===== config.mk =====
export PLATFORM = sky130hd
export DESIGN_NAME = dma_stream_engine
export DESIGN_NICKNAME = d
export VERILOG_FILES = /design/src/rtl/dma_stream_pkg.sv /design/src/rtl/dma_stream_regs.sv /design/src/rtl/dma_stream_mover.sv /design/src/rtl/dma_stream_engine.sv
export SDC_FILE = /design/constraint.sdc
export NUM_CORES = 1
export LEC_CHECK = 0
export BUFFER_PORTS_ARGS = -buffer_cell sky130_fd_sc_hd__buf_2
export CAP_MARGIN = 20
export CORE_MARGIN = 2
export CORE_UTILIZATION = 45
export CTS_BUF_LIST = sky130_fd_sc_hd__clkbuf_4
export CTS_CLUSTER_DIAMETER = 50
export DETAILED_ROUTE_END_ITERATION = 6
export PLACE_DENSITY = 0.74
export SETUP_SLACK_MARGIN = 0.02
export SLEW_MARGIN = 20
export SYNTH_ARGS = -nofsm -noshare
export SYNTH_HDL_FRONTEND = slang
export SYNTH_SLANG_ARGS = --single-unit
export TNS_END_PERCENT = 50

===== constraint.sdc =====
create_clock -name clk -period 2.4 [get_ports clk]
set_input_delay 0 -clock clk [delete_from_list [all_inputs] [get_ports clk]]
set_output_delay 0 -clock clk [all_outputs]
set_load 0.01 [all_outputs]

===== src/rtl/dma_stream_pkg.sv =====
package dma_stream_pkg;

  typedef enum logic [1:0] {
    DIR_P2M = 2'd0,
    DIR_M2P = 2'd1,
    DIR_M2M = 2'd2,
    DIR_RSV = 2'd3
  } dir_e;

  typedef struct packed {
    logic [2:0] chan;
    logic [1:0] prio;
    logic [1:0] msz;
    logic [1:0] psz;
    logic       minc;
    logic       pinc;
    dir_e       dir;
    logic       tcie;
  } cfg_t;

  localparam logic [7:0] OFF_CTRL = 8'h00;
  localparam logic [7:0] OFF_CNT  = 8'h04;
  localparam logic [7:0] OFF_PADR = 8'h08;
  localparam logic [7:0] OFF_MADA = 8'h0C;
  localparam logic [7:0] OFF_MADB = 8'h10;

  function automatic logic [1:0] legal_size(input logic [1:0] code);
    return (code == 2'd3) ? 2'd0 : code;
  endfunction

  function automatic logic [2:0] size_bytes(input logic [1:0] code);
    case (code)
      2'd1:    return 3'd2;
      2'd2:    return 3'd4;
      default: return 3'd1;
    endcase
  endfunction

  function automatic logic [31:0] size_mask(input logic [1:0] code);
    case (code)
      2'd0:    return 32'h0000_00FF;
      2'd1:    return 32'h0000_FFFF;
      default: return 32'hFFFF_FFFF;
    endcase
  endfunction

endpackage


===== src/rtl/dma_stream_regs.sv =====
module dma_stream_regs
  import dma_stream_pkg::*;
#(
  parameter int AW = 32,
  parameter int CW = 16,
  parameter int OW = 5
) (
  input  logic          clk,
  input  logic          rst,
  input  logic          reg_we,
  input  logic [OW-1:0] reg_addr,
  input  logic [31:0]   reg_wdata,
  output logic [31:0]   reg_rdata,
  output cfg_t          cfg,
  output logic [CW-1:0] cnt,
  output logic [AW-1:0] padr,
  output logic [AW-1:0] mada,
  output logic          start
);

  logic [AW-1:0] madb;
  logic [31:0]   ctrl_view;

  always_comb begin
    ctrl_view        = '0;
    ctrl_view[27:25] = cfg.chan;
    ctrl_view[17:16] = cfg.prio;
    ctrl_view[14:13] = cfg.msz;
    ctrl_view[12:11] = cfg.psz;
    ctrl_view[10]    = cfg.minc;
    ctrl_view[9]     = cfg.pinc;
    ctrl_view[7:6]   = cfg.dir;
    ctrl_view[4]     = cfg.tcie;
  end

  always_ff @(posedge clk) begin
    if (rst) begin
      cfg   <= '0;
      cnt   <= '0;
      padr  <= '0;
      mada  <= '0;
      madb  <= '0;
      start <= 1'b0;
    end else begin
      start <= 1'b0;
      if (reg_we) begin
        case (reg_addr)
          OW'(OFF_CTRL): begin
            cfg.chan <= reg_wdata[27:25];
            cfg.prio <= reg_wdata[17:16];
            cfg.msz  <= legal_size(reg_wdata[14:13]);
            cfg.psz  <= legal_size(reg_wdata[12:11]);
            cfg.minc <= reg_wdata[10];
            cfg.pinc <= reg_wdata[9];
            cfg.dir  <= dir_e'(reg_wdata[7:6]);
            cfg.tcie <= reg_wdata[4];
            start    <= reg_wdata[0];
          end
          OW'(OFF_CNT):  cnt  <= reg_wdata[CW-1:0];
          OW'(OFF_PADR): padr <= reg_wdata[AW-1:0];
          OW'(OFF_MADA): mada <= reg_wdata[AW-1:0];
          OW'(OFF_MADB): madb <= reg_wdata[AW-1:0];
          default: ;
        endcase
      end
    end
  end

  always_ff @(posedge clk) begin
    if (rst) begin
      reg_rdata <= '0;
    end else begin
      case (reg_addr)
        OW'(OFF_CTRL): reg_rdata <= ctrl_view;
        OW'(OFF_CNT):  reg_rdata <= 32'(cnt);
        OW'(OFF_PADR): reg_rdata <= 32'(padr);
        OW'(OFF_MADA): reg_rdata <= 32'(mada);
        OW'(OFF_MADB): reg_rdata <= 32'(madb);
        default:       reg_rdata <= '0;
      endcase
    end
  end

endmodule


===== src/rtl/dma_stream_mover.sv =====
module dma_stream_mover
  import dma_stream_pkg::*;
#(
  parameter int AW = 32,
  parameter int CW = 16
) (
  input  logic          clk,
  input  logic          rst,
  input  logic          start,
  input  cfg_t          cfg,
  input  logic [CW-1:0] cnt,
  input  logic [AW-1:0] padr,
  input  logic [AW-1:0] mada,
  input  logic          periph_req,
  output logic          bus_req,
  output logic          bus_we,
  output logic [AW-1:0] bus_addr,
  output logic [1:0]    bus_size,
  output logic [31:0]   bus_wdata,
  input  logic [31:0]   bus_rdata,
  input  logic          bus_ack,
  output logic          done
);

  typedef enum logic [1:0] {S_IDLE, S_WAIT, S_RD, S_WR} st_e;

  st_e           st;
  logic [AW-1:0] src_a, dst_a;
  logic [1:0]    src_sz, dst_sz;
  logic          src_inc, dst_inc, p2m, pend, req_d;
  logic [CW-1:0] left;

  logic          j_p2m, j_m2p;
  logic [AW-1:0] j_src, j_dst;
  logic [1:0]    j_ssz, j_dsz;
  logic          j_sinc, j_dinc;
  logic          req_edge;
  logic [AW-1:0] src_nxt, dst_nxt;

  always_comb begin
    j_p2m    = (cfg.dir == DIR_P2M);
    j_m2p    = (cfg.dir == DIR_M2P);
    j_src    = j_m2p ? mada : padr;
    j_dst    = j_m2p ? padr : mada;
    j_ssz    = j_p2m ? cfg.psz : cfg.msz;
    j_dsz    = j_m2p ? cfg.psz : cfg.msz;
    j_sinc   = j_p2m ? cfg.pinc : cfg.minc;
    j_dinc   = j_m2p ? cfg.pinc : cfg.minc;
    req_edge = periph_req & ~req_d;
    src_nxt  = src_inc ? src_a + AW'(size_bytes(src_sz)) : src_a;
    dst_nxt  = dst_inc ? dst_a + AW'(size_bytes(dst_sz)) : dst_a;
  end

  always_ff @(posedge clk) begin
    if (rst) begin
      st        <= S_IDLE;
      src_a     <= '0;
      dst_a     <= '0;
      src_sz    <= '0;
      dst_sz    <= '0;
      src_inc   <= 1'b0;
      dst_inc   <= 1'b0;
      p2m       <= 1'b0;
      pend      <= 1'b0;
      req_d     <= 1'b0;
      left      <= '0;
      bus_req   <= 1'b0;
      bus_we    <= 1'b0;
      bus_addr  <= '0;
      bus_size  <= '0;
      bus_wdata <= '0;
      done      <= 1'b0;
    end else begin
      done  <= 1'b0;
      req_d <= periph_req;
      case (st)
        S_IDLE: begin
          pend <= 1'b0;
          if (start && cnt != '0) begin
            src_a   <= j_src;
            dst_a   <= j_dst;
            src_sz  <= j_ssz;
            dst_sz  <= j_dsz;
            src_inc <= j_sinc;
            dst_inc <= j_dinc;
            p2m     <= j_p2m;
            left    <= cnt;
            if (j_p2m) begin
              st <= S_WAIT;
            end else begin
              st       <= S_RD;
              bus_req  <= 1'b1;
              bus_we   <= 1'b0;
              bus_addr <= j_src;
              bus_size <= j_ssz;
            end
          end
        end
        S_WAIT: begin
          if (pend || req_edge) begin
            pend     <= 1'b0;
            st       <= S_RD;
            bus_req  <= 1'b1;
            bus_we   <= 1'b0;
            bus_addr <= src_a;
            bus_size <= src_sz;
          end
        end
        S_RD: begin
          if (req_edge && p2m) pend <= 1'b1;
          if (bus_ack) begin
            st        <= S_WR;
            bus_we    <= 1'b1;
            bus_addr  <= dst_a;
            bus_size  <= dst_sz;
            bus_wdata <= bus_rdata & size_mask(src_sz) & size_mask(dst_sz);
          end
        end
        S_WR: begin
          if (req_edge && p2m) pend <= 1'b1;
          if (bus_ack) begin
            src_a  <= src_nxt;
            dst_a  <= dst_nxt;
            left   <= left - 1'b1;
            bus_we <= 1'b0;
            if (left == CW'(1)) begin
              done    <= 1'b1;
              st      <= S_IDLE;
              bus_req <= 1'b0;
            end else if (p2m) begin
              st      <= S_WAIT;
              bus_req <= 1'b0;
            end else begin
              st       <= S_RD;
              bus_addr <= src_nxt;
              bus_size <= src_sz;
            end
          end
        end
        default: st <= S_IDLE;
      endcase
    end
  end

endmodule


===== src/rtl/dma_stream_engine.sv =====
module dma_stream_engine
  import dma_stream_pkg::*;
#(
  parameter int ADDR_W     = 32,
  parameter int CNT_W      = 16,
  parameter int REG_OFFS_W = 5
) (
  input  logic                  clk,
  input  logic                  rst,
  input  logic                  reg_we,
  input  logic [REG_OFFS_W-1:0] reg_addr,
  input  logic [31:0]           reg_wdata,
  output logic [31:0]           reg_rdata,
  input  logic                  periph_req,
  output logic                  bus_req,
  output logic                  bus_we,
  output logic [ADDR_W-1:0]     bus_addr,
  output logic [1:0]            bus_size,
  output logic [31:0]           bus_wdata,
  input  logic [31:0]           bus_rdata,
  input  logic                  bus_ack,
  output logic                  done,
  output logic                  irq_en
);

  cfg_t              cfg;
  logic [CNT_W-1:0]  cnt;
  logic [ADDR_W-1:0] padr, mada;
  logic              start;

  dma_stream_regs #(.AW(ADDR_W), .CW(CNT_W), .OW(REG_OFFS_W)) u_regs (
    .clk(clk), .rst(rst), .reg_we(reg_we), .reg_addr(reg_addr),
    .reg_wdata(reg_wdata), .reg_rdata(reg_rdata), .cfg(cfg), .cnt(cnt),
    .padr(padr), .mada(mada), .start(start)
  );

  dma_stream_mover #(.AW(ADDR_W), .CW(CNT_W)) u_mover (
    .clk(clk), .rst(rst), .start(start), .cfg(cfg), .cnt(cnt),
    .padr(padr), .mada(mada), .periph_req(periph_req),
    .bus_req(bus_req), .bus_we(bus_we), .bus_addr(bus_addr),
    .bus_size(bus_size), .bus_wdata(bus_wdata), .bus_rdata(bus_rdata),
    .bus_ack(bus_ack), .done(done)
  );

  assign irq_en = cfg.tcie;

endmodule


==> results.cfg <==
[timing]
final_max_slew_viol_count = 0
slew_headroom = 0.538
setup_tns_ns = -1.38
setup_viol = 31
finalCritPeriodShare = 1.06
setup_ws_ns = -0.137
rsz0062_at_grt = yes
worst_pin_slew_ns = 0.691
min_period_ns = 2.54
hold_violations = 0
clock_skew_ns = 0.0597
fmax_mhz = 394

[worst_setup_path]
critPathMaxStageDelay_ns = 0.46
critPathMostFrequentCell = ha_4
cp_top_family = simple AND/OR/NAND/NOR gates
crit_fanout = 6
critPathKind = register to register
cp.required_ns = 3.05
worstSetupEndpointType = register
worstPathArrival_ns = 3.19
worst_path_max_delay_cell = mux4_2
crit_chain = inv_4 > buf_4 > ha_4 > ha_4 > a211oi_4 > or3_4 > or2_4 > mux4_2 > o311ai_2 > a21oi_1
crit_buf_inv = 2
worst_setup_path_start_kind = register
r2r_setup_slack_ns = -0.14

[clock_network]
worstSkewPairLatency_ns = 0.79
ctsRootBufferMaster = clkbuf_4
cts_sinks = 319
cts_tree = yes
cts.path.max_buffers = 3
path_clk_slew_ns = 0.06
cts_made_buffers = 88
htreeDepth = 3

[logic_synthesis]
synth_top_cell_area_share = 0.396
yosys-top-cells-area = dfxtp_1 40%, nand2_1 12%, a21oi_1 9.7%
yosys.area.top_type = dfxtp_1
synth_edf_count = 0
async_flop_share = 0
synth_cells = 2181
synth_fp_nets = 2272
ys_warn_count = 0
ys_seq_area_frac = 0.396
syn_area_sq_mm = 0.0161
ys_ff_latch = 319
synth_flop_cell = dfxtp_1
synth_cell_types = 82
avgSynthCellArea_sq_um = 7.40

[floorplanning]
dieHeight_microns = 193
boundaryPins = 176
coreArea_sq_mm = 0.0354
fp.dieW_microns = 193
die-area_sq_mm = 0.0374
initial_core_util = 0.456
row_count = 69

[global_route]
first_global_vias = 17900
use_met1 = 0.445
grt_start_max_net_pins = 130
use_met3 = 0.0711
antenna_found_initial = 2
gr-usage-met2 = 0.505
top_usage_layer = met2
gr-usage-all-layers = 0.327
grt_overflow = 0
grt_pass1_wl_microns = 98600

[place]
place_area_sq_mm = 0.0184
dp_hpwl_microns = 40900
post-place-ws_ns = -0.365
io_buffers = 175
gp_congestion = 0.941

[power_and_ir_drop]
leakage_nw = 8.27
swShare = 0.249
p_comb_frac = 0.049
total_power_mw = 10.8
power_frac_seq = 0.492
p_per_area_mw_per_mm2 = 492
switchingPower_mw = 2.70
internal_power_mw = 8.13
ir_drop_mv = 0.484
power_frac_clock = 0.459

[hold_path]
min_path_type = input port to register

[finish]
layout-drive-gt1-share = 0.249
utilization = 0.622
nets = 2698
final_area_sq_mm = 0.0220
syn_to_final_growth_pct = 36.5

[routing]
ant_nets = 0
drt_first_pass_iters = 7
wirelength_microns = 64200
vias = 18800
drtIter0Drc = 2335
wl_per_cell_microns = 20.5
drcViolationCount = 17
vias_per_cell = 6.01

[outcome]
violations = design-rule violations, negative setup slack
status = finished with violations

[flow_run]
drv_cap = 0
## layout by cell type (no fill, tap or decap), drive strengths merged, types with 9 or more instances in the layout
| master | synthesis | layout |
|---|---|---|
| inv | 25 | 25 |
| clkbuf | 150 | 134 |
| ha | 15 | 15 |
| and4 | 9 | 9 |
| dlygate4sd3 | 0 | 137 |
| and3 | 25 | 25 |
| a31oi | 30 | 30 |
| nor4 | 32 | 32 |
| o211ai | 17 | 17 |
| nand4 | 20 | 20 |
| mux2i | 40 | 40 |
| and2 | 10 | 10 |
| a211oi | 17 | 17 |
| a221oi | 18 | 18 |
| a21o | 10 | 10 |
| a22oi | 34 | 34 |
| nand2 | 517 | 517 |
| nor2 | 155 | 155 |
| nand3 | 73 | 73 |
| a21oi | 314 | 314 |
| o21ai | 109 | 109 |
| mux2 | 9 | 9 |
| nor3 | 60 | 60 |
| buf | 31 | 376 |
| clkinv | 0 | 18 |
| a311oi | 9 | 9 |
| dfxtp | 319 | 319 |
## cells in the mapped netlist (7+ instances only)
cell type	n
nand2_1	517
dfxtp_1	319
a21oi_1	312
nor2_1	155
clkbuf_1	150
o21ai_0	102
nand3_1	73
nor3_1	59
mux2i_1	40
a22oi_1	34
a31oi_1	30
nor4_1	30
and3_1	25
inv_1	23
nand4_1	20
a221oi_1	18
o211ai_1	17
a211oi_1	16
ha_1	15
buf_2	13
buf_1	11
a21o_1	10
and2_1	10
and4_1	9
mux2_2	9
a311oi_1	8
o22ai_1	8
a222oi_1	7
o21ai_1	7
## path summary, 6_finish.rpt
check,cells after the start,start,endpoint
worst max-delay path,10,u_mover.src_sz[1],u_mover.bus_addr[19]
worst min register to register,2,u_mover.bus_addr[17],u_mover.bus_addr[17]
worst max register to register,10,u_mover.src_sz[1],u_mover.bus_addr[19]
worst min-delay path,7,reg_addr[1],u_regs.reg_rdata[24]
## routing by layer
metal	up-vias	wire length, microns
li1	8649	-
met2	1153	28900
met3	163	6710
met5	-	0
met4	0	1970
met1	8849	26600
## area by class of cell
class / instances / area [sq um]
diodes: 1 / 2.50
multi-input cells: 1656 / 9650
repair buffers: 517 / 4190
inverters: 25 / 101
flip-flops and latches: 319 / 6390
fillers: 3086 / 13400
clock inverters: 23 / 134
well taps: 461 / 577
clock buffers: 130 / 976
## metrics by stage
step                cells  hold WS (ns)
floorplan            2181         0.128
global placement     2811         0.226
detailed placement   2811         0.236
CTS                  3112       0.00352
global route         3132        0.0265
finish               3132        0.0244
## tightest hold or removal path: stages
cell     delay (ns)
buf_2          0.10
nor3_1         0.07
nand2_1        0.08
nor2_2         0.06
buf_4          0.21
a22oi_1        0.16
a21oi_1        0.09
## sequential cells by signal, indices dropped and copies added (netlist names), 2 cells and up
register	flops
u_mover.bus_addr	32
u_regs.mada	32
u_regs.reg_rdata	32
u_regs.madb	32
u_mover.src_sz	2
u_regs.padr	32
u_mover.st	2
u_regs.cfg	14
u_mover.left	16
u_mover.dst_a	32
u_mover.src_a	32
u_mover.bus_size	2
u_regs.cnt	16
u_mover.dst_sz	2
u_mover.bus_wdata	32
## logic make-up after synthesis
| kind of cell | share of synthesized area |
|---|---|
| compound gates | 0.245 |
| xor+xnor | 0.00217 |
| buf+inv | 0.0515 |
| simple gates | 0.254 |
| fa+ha+maj | 0.0141 |
| flops | 0.396 |
| mux | 0.0367 |
## power by group through the flow
stage,sequential [mW],combinational [mW],clock [mW]
2_1_floorplan,5.44,0.161,0
3_3_place_gp,5.44,0.329,0
3_5_place_dp,5.44,0.332,0
4_1_cts,5.33,0.495,5.05
5_1_grt,5.32,0.556,5.34
6_report,5.33,0.527,4.97
## repair_timing
action | CTS | global route
resized for setup | 58 | 116
buffers inserted | 12 | 16
hold buffers | 136 | 2
endpoints found under the setup margin | 79 | 98
hold endpoints to repair | 266 | 16
pin swaps | 28 | 71
gates cloned | 0 | 4
Power figures use the tool's default switching activity.
